--- config.mk ---
export PLATFORM = sky130hd
export DESIGN_NAME = boot_if_select
export DESIGN_NICKNAME = d
export VERILOG_FILES = /design/src/rtl/boot_if_select.sv
export SDC_FILE = /design/constraint.sdc
export NUM_CORES = 1
export LEC_CHECK = 0
export BUFFER_PORTS_ARGS = -buffer_cell sky130_fd_sc_hd__buf_2
export CAP_MARGIN = 20
export CORE_MARGIN = 2
export CORE_UTILIZATION = 31
export DETAILED_ROUTE_END_ITERATION = 8
export GPL_TIMING_DRIVEN = 0
export PLACE_DENSITY = 0.52
export SYNTH_ARGS = -nofsm -noshare
export SYNTH_HDL_FRONTEND = slang
export SYNTH_SLANG_ARGS = --single-unit
--- constraint.sdc ---
create_clock -name clk -period 1.5 [get_ports clk]
set_input_delay 0.075 -clock clk [delete_from_list [all_inputs] [get_ports clk]]
set_output_delay 0.075 -clock clk [all_outputs]
set_load 0.1 [all_outputs]
--- src/rtl/boot_if_select.sv ---
module boot_if_select #(
  parameter int CNT_W         = 4,
  parameter int SER_PULSES    = 8,
  parameter int SER_HS_PULSES = 11
) (
  input  logic       clk,
  input  logic       rst_n,
  input  logic       mode_pin,
  input  logic       win_close,
  output logic [2:0] if_sel,
  output logic       sel_err,
  output logic       sel_done,
  output logic       lsb_first,
  output logic       slave_role
);
  localparam logic [CNT_W-1:0] CNT_MAX = '1;
  localparam logic [CNT_W-1:0] CNT_SER = CNT_W'(SER_PULSES);
  localparam logic [CNT_W-1:0] CNT_HS  = CNT_W'(SER_HS_PULSES);

  logic [2:0]       pin_sh;
  logic [CNT_W-1:0] cnt;
  logic [2:0]       dec_sel;
  logic             rise;

  assign rise = pin_sh[1] & ~pin_sh[2];

  always_ff @(posedge clk or negedge rst_n)
    if (!rst_n) pin_sh <= '0;
    else        pin_sh <= {pin_sh[1:0], mode_pin};

  always_ff @(posedge clk or negedge rst_n)
    if (!rst_n) cnt <= '0;
    else if (!sel_done && rise && cnt != CNT_MAX) cnt <= cnt + 1'b1;

  always_comb begin
    dec_sel = 3'b000;
    if (cnt == '0)          dec_sel = 3'b001;
    else if (cnt == CNT_SER) dec_sel = 3'b010;
    else if (cnt == CNT_HS)  dec_sel = 3'b100;
  end

  always_ff @(posedge clk or negedge rst_n)
    if (!rst_n) begin
      sel_done <= 1'b0;
      if_sel   <= '0;
      sel_err  <= 1'b0;
    end else if (win_close && !sel_done) begin
      sel_done <= 1'b1;
      if_sel   <= dec_sel;
      sel_err  <= (dec_sel == 3'b000);
    end

  assign lsb_first  = if_sel[0];
  assign slave_role = if_sel[1] | if_sel[2];

  p_sat_r6: assert property (@(posedge clk) disable iff (!rst_n)
    cnt == CNT_MAX |=> cnt == CNT_MAX);
  p_done_sticky_r7: assert property (@(posedge clk) disable iff (!rst_n)
    sel_done |=> sel_done);
  p_idle_r7: assert property (@(posedge clk) disable iff (!rst_n)
    !sel_done |-> (if_sel == 3'b000 && !sel_err));
  p_onehot_r5: assert property (@(posedge clk) disable iff (!rst_n)
    sel_done |-> ($onehot0(if_sel) && (sel_err == (if_sel == 3'b000))));
  p_hold_r8: assert property (@(posedge clk) disable iff (!rst_n)
    (sel_done && $past(sel_done)) |-> ($stable(if_sel) && $stable(sel_err)));
  p_strobe_r7: assert property (@(posedge clk) disable iff (!rst_n)
    (win_close && !sel_done) |=> sel_done);
endmodule

# Word level (Yosys, flattened, before mapping)
# Index checks and enable logic that the tools add are counted.
# classes
n_addsub	1
eq_ne	3
muxes	3
bitwise	3
reduce_logical	6
# op_table
cell	count
$mux 3	3
$eq 4x4->1 const B	2
$add 4x1->4 const B	1
$logic_not 4->1	1
$ne 4x4->1 const B	1
$logic_and 1x1->1	3
$logic_not 3->1	1
$and 1x1->1	1
$logic_not 1->1	1
$not 1->1	1
$or 1x1->1	1
# totals
ff_bits	12
inputBits	4
word_cells	21

# Logic depth before layout (Yosys ltp)
# Gate-level depths: netlist of the first run.
# logic_depth
word_depth	5
depth_mapped	5

# Worst setup path after synthesis of the first run
# No wires, ideal clock.
# synth_path
path_type	register to register
from	reg sel_done
to	reg cnt[1]
t_arrival_ps	1507
t_required_ps	1375
slack_ps	-132
stages_incl_launch_ff	4
synth_period_minus_slack_ps	1632
path_cell_list	dfrtp_1 -> nor3b_4 -> nand2_2 -> mux2_4
# synth_between
elab_chain_len	3
# synth_lines
element	line	source
start, declared	12	output logic sel_done,
start signal, assigned	44	sel_done <= 1'b0;
start signal, assigned	48	sel_done <= 1'b1;
$logic_not 1->1	33	else if (!sel_done && rise && cnt != CNT_MAX) cnt <= cnt + 1'b1;
$logic_and 1x1->1 (2 in a row)	33	
end signal, assigned	33	
end, declared	21	logic [CNT_W-1:0] cnt;
# No other way between the ends.
# A chain may end at the register's enable or synchronous reset.

# Worst setup path after layout of the first run
# layout_path
from	reg if_sel[2]
to	out slave_role
# layout_between
elab_chain_len	1
# layout_lines
element	line	source
start, declared	10	output logic [2:0] if_sel,
start signal, assigned	49	if_sel <= dec_sel;
$or 1x1->1	54	assign slave_role = if_sel[1] | if_sel[2];
end, declared	14	output logic slave_role
# No other way between the ends.

==> results of run 1 <==
[per-stage QoR]
step	power (mW)	instances	instance area, sq um	worst slack [ps]
after floorplan	0.472	42	524	85.0
after global placement	0.500	68	594	188
after detailed placement	0.500	68	594	182
after CTS	0.712	74	641	164
after global routing	0.736	74	641	83.2
final	0.701	74	641	174
[logic make-up (layout without fill, tap and decap cells)]
kind of cell,count (synthesis),in the layout,share of synthesized area (%)
fa+ha+maj,2,2,4.81
compound gates,7,7,9.14
flops,12,12,57.7
simple gates,14,14,18.3
xor+xnor,1,1,1.68
buf+inv,4,20,3.61
mux,2,2,4.81
[how the worst min path moves through the flow]
stage / from / endpoint / slack, ps / cells after the start
CTS: win_close / sel_done$_DFFE_PN0P_ / 40 / 2
finish: win_close / sel_done$_DFFE_PN0P_ / 40 / 2
floorplan: rst_n / cnt[0]$_DFFE_PN0P_ / -220 / 0
global placement: rst_n / pin_sh[0]$_DFF_PN0_ / -30 / 1
global route: win_close / sel_done$_DFFE_PN0P_ / 40 / 2
detailed placement: rst_n / pin_sh[0]$_DFF_PN0_ / -40 / 1
[metal layers]
metal / vias up / wire length (um)
met2: 10 / 297
met3: 0 / 49
met1: 160 / 434
met5: - / 0
met4: 0 / 0
li1: 174 / -
[cell usage after synthesis, types with 2 or more instances]
library cell and n:
a22o_1 2, inv_1 3, a21oi_1 2, nand2_1 3
dfrtp_1 12, or2_2 2, nor2_1 2, ha_1 2
[report_power, final]
part	total, mW	internal [mW]	switching [mW]
sequential	0.347	0.338	0.00916
clock	0.204	0.103	0.102
combinational	0.149	0.0305	0.119
[area by class of cell]
class,instances,area (sq um)
inverters,3,11.3
well taps,16,20.0
clock buffers,4,26.3
repair buffers,12,70.1
fillers,167,901
plain buffers,1,7.51
flip-flops and latches,12,304
multi-input cells,26,201
[flip-flops by register name, summed over array words and instances (netlist names)]
register,cells
if_sel,3
sel_done,1
cnt,4
pin_sh,3
sel_err,1
[critical path, stage by stage (launching register included)]
cell	delay, ps
dfrtp_2	410
or2_2	280
buf_2	290
==> results.py, run 1 <==
metrics = {
    "synth": {
        "synth_cell_type_count": 22,
        "syn_area_per_cell_sq_um": 12.4,
        "ys_top_cells_by_area": "dfrtp_1, ha_1, nor3b_4, a22o_1, mux2_4",
        "yosysTopAreaCell": "dfrtp_1",
        "syn_inst": 42,
        "synthesis.area_sq_um": 520,
        "synth_nets": 48,
        "synthArstFlopShare_pct": 100,
        "ys_ff_latch": 12,
        "synth_edf_count": 0,
        "synth_top_area_share_pct": 57.7,
        "synth_ff_type": "dfrtp_1",
        "ys_warn_count": 0,
        "synth.yosys.seq_area_share_pct": 57.7,
    },
    "drt": {
        "dr.pass1.iters": 2,
        "post_drt_wl_per_cell_um": 10.6,
        "drt_iter0_drc": 3,
        "drc_errors": 0,
        "vias_per_cell": 4.65,
        "antenna_left": 0,
        "vias": 344,
        "totalWireLength_um": 781,
    },
    "global_route": {
        "gr-total-overflow": 0,
        "grtUsageMet3_pct": 6.00,
        "antenna_found_initial": 0,
        "grt_max_degree": 13,
        "busiest_layer": "met1",
        "track_usage_pct": 10.2,
        "grt_pass1_vias": 314,
        "grt_first_pass_wirelength_mm": 1.40,
        "grt_util_met1_pct": 13.7,
        "use_met2_pct": 13.4,
    },
    "power_and_ir_drop": {
        "powerDensity_nw_per_um2": 1090,
        "p_leak_nw": 0.316,
        "peakVddDrop_mv": 0.550,
    },
    "timing": {
        "setup_viol": 0,
        "fin_tns_setup_ps": 0,
        "relSlewSlack_pct": 67.9,
        "fmax_mhz": 754,
        "rsz0062_at_grt": "no",
        "final_hold_viol_count": 0,
        "fin_crit_sh_pct": 88.4,
        "hold_ws_ps": 44.1,
        "fin_worst_skew_ps": 9.54,
        "post-route-min-period_ps": 1330,
        "drv_slew": 0,
        "worst_slew_pin_slew_ps": 485,
    },
    "floorplanning": {
        "dieWidth_um": 45.0,
        "initial_core_util_pct": 33.8,
        "std_cell_rows": 14,
        "die_h_um": 45.0,
        "ios": 11,
        "die_area_sq_um": 2020,
        "core_region_area_sq_um": 1540,
    },
    "layout": {
        "utilization_pct": 41.6,
        "layout_common_cells": "buf_2, dfrtp_1",
        "nets": 65,
        "syn_to_final_growth_pct": 23.1,
        "num_antenna_cells": 0,
        "drive_above_1_share_pct": 39.7,
        "final_common_cell": "buf_2",
    },
    "worst_setup_path": {
        "rrSetupSlack_ps": 180,
        "crit_fanout": 3,
        "rr_worst_depth": 4,
        "reg2reg_from": "cnt[0]$_DFFE_PN0P_",
        "cp-start-kind": "flip-flop",
        "critPathCaptureType": "output port",
        "critPathLaunch": "if_sel[2]$_DFFE_PN0P_",
        "crit_end": "slave_role",
        "cp_data_arrival_time_ps": 1250,
        "timing.rr.end": "cnt[1]$_DFFE_PN0P_",
        "worstPathRequired_ps": 1420,
        "worstSetupPathType": "reg -> out",
    },
    "clocking": {
        "clk_pin_slew_ps": 80,
        "cts-htree-levels": 1,
        "post_cts_buffers": 0,
        "tritoncts": "built",
        "root_buffer": "clkbuf_4",
        "cts_resized": 0,
        "cts_buffer_depth": 2,
        "postCtsHoldBufs": 2,
        "numClockSinks": 12,
        "clk-insertion-delay-late_ps": 270,
        "cts_made_buffers": 3,
    },
    "worst_hold_path": {
        "hp-class": "in -> reg",
    },
    "place": {
        "dpl.hpwl_um": 559,
        "io_buffers": 10,
        "place_congestion": 0.700,
    },
    "status": {
        "status": "finished, final reports clean",
    },
    "run": {
        "timing.max_cap.violations": 0,
    },
}
Note: power is estimated with default switching activity, not from simulation.
==> run 2, diff against run 1 <==
- CORE_AREA: unset -> 2 2 39 41
- CORE_MARGIN: 2 -> unset
- CORE_UTILIZATION: 31 -> unset
- DIE_AREA: unset -> 0 0 41 43
- PLACE_DENSITY: 0.52 -> 0.65
- SETUP_SLACK_MARGIN: unset -> 0.2
- clock period: 1.5 -> 1.1 ns (I/O delays scaled with it)
==> run 2 against run 1 <==
Worst hold slack worse by 19 ps. The run now ends with setup timing left. Global-route usage is 4.4 points higher. Sequential power is 41% higher. Setup slack worse by 330 ps. Sequential cell count stayed put. Clock skew is 1.5 ps lower. Highest routed layer is now met4. Routed wire length is 32% higher. Total power is 53% higher. Register-to-register slack worse by 330 ps. Largest cell class unchanged.
==> results.py, run 2 (synthesis gave the netlist of run 1 again) <==
metrics = {
    "place": {
        "place_congestion": 0.720,
        "io_buffers": 10,
        "pre_cts_slack_ps": -233,
        "dpl.hpwl_um": 637,
    },
    "layout": {
        "nets": 74,
        "final_common_cell": "buf_12",
        "drive_above_1_share_pct": 59.7,
        "layout_common_cells": "buf_12, buf_4, dfrtp_1",
        "fillers": 113,
        "top_register": "cnt",
        "largest_reg_flops": 4,
        "syn_to_final_growth_pct": 70.0,
        "utilization_pct": 63.9,
        "biggestRegsByFlops": "cnt: 4 flops, if_sel: 3 flops, pin_sh: 3 flops",
        "num_antenna_cells": 0,
    },
    "timing": {
        "rsz0062_at_grt": "yes",
        "hold_ws_ps": 24.8,
        "setup_viol": 12,
        "fin_crit_sh_pct": 114,
        "fin_worst_skew_ps": 8.08,
        "setup_slack_ps": -155,
        "post-route-min-period_ps": 1260,
        "relSlewSlack_pct": 80.2,
        "final_hold_viol_count": 0,
        "drv_slew": 0,
        "worst_slew_pin_slew_ps": 298,
        "fmax_mhz": 797,
        "fin_tns_setup_ps": -1040,
    },
    "drt": {
        "totalWireLength_mm": 1.03,
        "drc_errors": 0,
        "vias_per_cell": 4.80,
        "dr.pass1.iters": 4,
        "vias": 398,
        "antenna_left": 0,
        "post_drt_wl_per_cell_um": 12.5,
        "drt_iter0_drc": 2,
    },
    "clocking": {
        "tritoncts": "built",
        "clk_pin_slew_ps": 80,
        "numClockSinks": 12,
        "clk-insertion-delay-late_ps": 270,
        "root_buffer": "clkbuf_4",
        "cts-htree-levels": 1,
        "cts_buffer_depth": 2,
        "cts_made_buffers": 3,
    },
    "global_route": {
        "gr-total-overflow": 0,
        "grt_pass1_vias": 402,
        "grt_max_degree": 13,
        "antenna_found_initial": 0,
        "grt_first_pass_wirelength_mm": 1.63,
        "track_usage_pct": 14.6,
    },
    "run": {
        "timing.max_cap.violations": 0,
    },
    "floorplanning": {
        "initial_core_util_pct": 37.6,
        "ios": 11,
        "die_area_sq_um": 1760,
        "core_region_area_sq_um": 1380,
        "die_h_um": 43,
        "std_cell_rows": 14,
        "dieWidth_um": 41,
    },
    "worst_setup_path": {
        "worstPathRequired_ps": 1040,
        "rr_worst_depth": 3,
        "cp_data_arrival_time_ps": 1200,
        "critPathCaptureType": "output port",
        "cp-start-kind": "flip-flop",
        "worstSetupPathType": "reg -> out",
        "crit_fanout": 3,
        "rrSetupSlack_ps": -150,
    },
    "power_and_ir_drop": {
        "peakVddDrop_mv": 0.828,
        "clockPowerShare_pct": 26.3,
        "p_leak_nw": 0.397,
        "sw_frac_of_total_pct": 31.7,
        "power_frac_seq_pct": 45.7,
        "powerDensity_nw_per_um2": 1210,
        "power.total_mw": 1.07,
        "p_int_mw": 0.731,
        "p_sw_mw": 0.339,
        "combPwrFrac_pct": 27.9,
    },
    "status": {
        "violations": "setup timing",
        "status": "finished, violations left",
    },
    "worst_hold_path": {
        "holdPathStages": 2,
        "hp-class": "in -> reg",
    },
}
[run 2: worst paths after layout]
kind | from | end
worst max register to register | sel_done$_DFFE_PN0P_ | cnt[1]$_DFFE_PN0P_
max in group asynchronous | rst_n | cnt[1]$_DFFE_PN0P_
worst min-delay path | win_close | sel_done$_DFFE_PN0P_
min in group asynchronous | rst_n | if_sel[2]$_DFFE_PN0P_
worst min register to register | pin_sh[0]$_DFF_PN0_ | pin_sh[1]$_DFF_PN0_
worst max-delay path | if_sel[2]$_DFFE_PN0P_ | slave_role
[run 2: worst max-delay path, cell delays in order (launching register included)]
cell     delay, ps
dfrtp_4        500
or2_4          270
buf_12         160
[run 2: layer usage]
metal,global-route usage (%),routed length [um]
met5,0,0
met4,6.00,11
met3,9.42,50
met2,24.4,586
met1,13.0,386
[run 2: power groups by stage]
stage	clock network (mW)	registers (mW)	logic, mW
4_1_cts	0.291	0.489	0.289
5_1_grt	0.320	0.492	0.312
3_5_place_dp	0	0.491	0.216
6_report	0.282	0.490	0.299
2_1_floorplan	0	0.568	0.101
3_3_place_gp	0	0.490	0.214
[run 2: stage by stage]
step | instances | area, sq um
final | 83 | 885
after global placement | 68 | 634
after global routing | 83 | 885
after CTS | 78 | 828
after detailed placement | 68 | 634
after floorplan | 42 | 564
[run 2: area by class of cell]
class / count / area [sq um] / share of cell area, %
Clock buffer: 4 / 26.3 / 2.97
Inverter: 3 / 11.3 / 1.27
Timing Repair Buffer: 21 / 250 / 28.3
Sequential cell: 12 / 319 / 36.1
Buffer: 1 / 20.0 / 2.26
Tap cell: 16 / 20.0 / 2.26
Multi-Input combinational cell: 26 / 238 / 26.9
[run 2: what timing repair did]
action / CTS / global route
buffers inserted: 4 / 5
hold buffers: 2 / 0
resized for setup: 30 / 6
pin swaps: 3 / 4
hold endpoints to repair: 13 / 0
endpoints found under the setup margin: 16 / 16
==> run 3, diff against run 2 <==
- RECOVER_POWER: unset -> 25
==> run 3 against run 2 <==
Largest power group unchanged. The flow still finishes with violations (setup timing). Utilization fell by 0.090 points. Sequential power about the same. Highest routed layer unchanged. Critical endpoint unchanged. Worst hold slack improved by 0.91 ps. Global-route usage is the same. Register-to-register slack hardly changed. Die area is the same. Combinational power hardly changed.
==> results.py, run 3 (synthesis gave the netlist of run 1 again) <==
metrics = {
    "floorplanning": {
        "core_region_area_sq_um": 1380,
        "die_area_sq_um": 1760,
        "initial_core_util_pct": 37.6,
        "std_cell_rows": 14,
        "ios": 11,
        "dieWidth_um": 41,
        "die_h_um": 43,
    },
    "timing": {
        "worst_slew_pin_slew_ps": 657,
        "fin_tns_setup_ps": -1040,
        "post-route-min-period_ps": 1260,
        "relSlewSlack_pct": 56.2,
        "fin_worst_skew_ps": 7.85,
        "rsz0062_at_grt": "yes",
        "fmax_mhz": 796,
        "fin_crit_sh_pct": 114,
        "setup_slack_ps": -157,
        "final_hold_viol_count": 0,
        "setup_viol": 12,
        "drv_slew": 0,
        "hold_ws_ps": 25.7,
    },
    "power_and_ir_drop": {
        "power.total_mw": 1.07,
        "p_leak_nw": 0.394,
        "peakVddDrop_mv": 0.829,
        "powerDensity_nw_per_um2": 1210,
    },
    "global_route": {
        "gr-total-overflow": 0,
        "grt_max_degree": 13,
        "antenna_found_initial": 0,
        "grt_pass1_vias": 402,
        "track_usage_pct": 14.6,
        "grt_first_pass_wirelength_mm": 1.63,
    },
    "status": {
        "violations": "setup timing",
        "status": "finished, violations left",
    },
    "layout": {
        "layout_common_cells": "buf_12, buf_4, dfrtp_1",
        "largest_reg_flops": 4,
        "utilization_pct": 63.8,
        "biggestRegsByFlops": "cnt: 4 flops, if_sel: 3 flops, pin_sh: 3 flops",
        "drive_above_1_share_pct": 58.2,
        "syn_to_final_growth_pct": 69.7,
        "top_register": "cnt",
        "nets": 74,
        "final_area_sq_um": 883,
        "final_cells": 83,
        "final_common_cell": "buf_12",
        "num_antenna_cells": 0,
    },
    "drt": {
        "antenna_left": 0,
        "drt_iter0_drc": 2,
        "vias_per_cell": 4.81,
        "vias": 399,
        "post_drt_wl_per_cell_um": 12.5,
        "dr.pass1.iters": 4,
        "totalWireLength_mm": 1.04,
        "drc_errors": 0,
    },
    "worst_setup_path": {
        "rr_worst_depth": 3,
        "critPathCaptureType": "output port",
        "cp_data_arrival_time_ps": 1200,
        "cp-start-kind": "flip-flop",
        "worstSetupPathType": "reg -> out",
        "worstPathRequired_ps": 1040,
        "crit_fanout": 3,
    },
    "place": {
        "dpl.hpwl_um": 637,
        "place_congestion": 0.720,
        "dp_cells": 68,
        "placed_area_sq_um": 634,
        "io_buffers": 10,
        "pre_cts_slack_ps": -233,
    },
    "clocking": {
        "cts-htree-levels": 1,
        "clk_pin_slew_ps": 80,
        "clk-insertion-delay-late_ps": 270,
        "root_buffer": "clkbuf_4",
        "tritoncts": "built",
        "cts_made_buffers": 3,
        "numClockSinks": 12,
        "cts_buffer_depth": 2,
    },
    "worst_hold_path": {
        "holdPathStages": 2,
        "hp-class": "in -> reg",
    },
    "run": {
        "timing.max_cap.violations": 0,
    },
}
run 3: final timing paths:
path / from / to / slack, ps
hold / removal: win_close / sel_done$_DFFE_PN0P_ / 30
min in group asynchronous: rst_n / if_sel[1]$_DFFE_PN0P_ / 320
hold reg to reg: pin_sh[0]$_DFF_PN0_ / pin_sh[1]$_DFF_PN0_ / 350
setup reg to reg: sel_done$_DFFE_PN0P_ / cnt[1]$_DFFE_PN0P_ / -150
max in group asynchronous: rst_n / if_sel[2]$_DFFE_PN0P_ / 300
setup / recovery: if_sel[2]$_DFFE_PN0P_ / slave_role / -160
run 3: area by class of cell:
| cell class | count | area (sq um) |
|---|---|---|
| clock buffers | 4 | 26.3 |
| plain buffers | 1 | 20.0 |
| well taps | 16 | 20.0 |
| fillers | 111 | 500 |
| repair buffers | 21 | 249 |
| inverters | 3 | 11.3 |
| multi-input cells | 26 | 238 |
| flip-flops and latches | 12 | 319 |
run 3: timing repair:
action                                  in CTS  in global routing
hold endpoints to repair                    13                  0
pin swaps                                    3                  4
resized for setup                           30                  6
buffers inserted                             4                  5
hold buffers                                 2                  0
endpoints found under the setup margin      16                 16
run 3: power breakdown:
part | internal, mW | switching, mW
registers | 0.466 | 0.0236
clock network | 0.140 | 0.141
logic | 0.124 | 0.175
total | 0.730 | 0.340
run 3: per-layer routing:
metal / track usage, % / wire length, um
met3: 9.42 / 53
met5: 0 / 0
met4: 6.00 / 11
met1: 13.0 / 403
met2: 24.4 / 570
run 3: worst max-delay path, stage by stage, from the launching register on:
cell and delay [ps]:
dfrtp_4 500, or2_4 270, buf_12 160
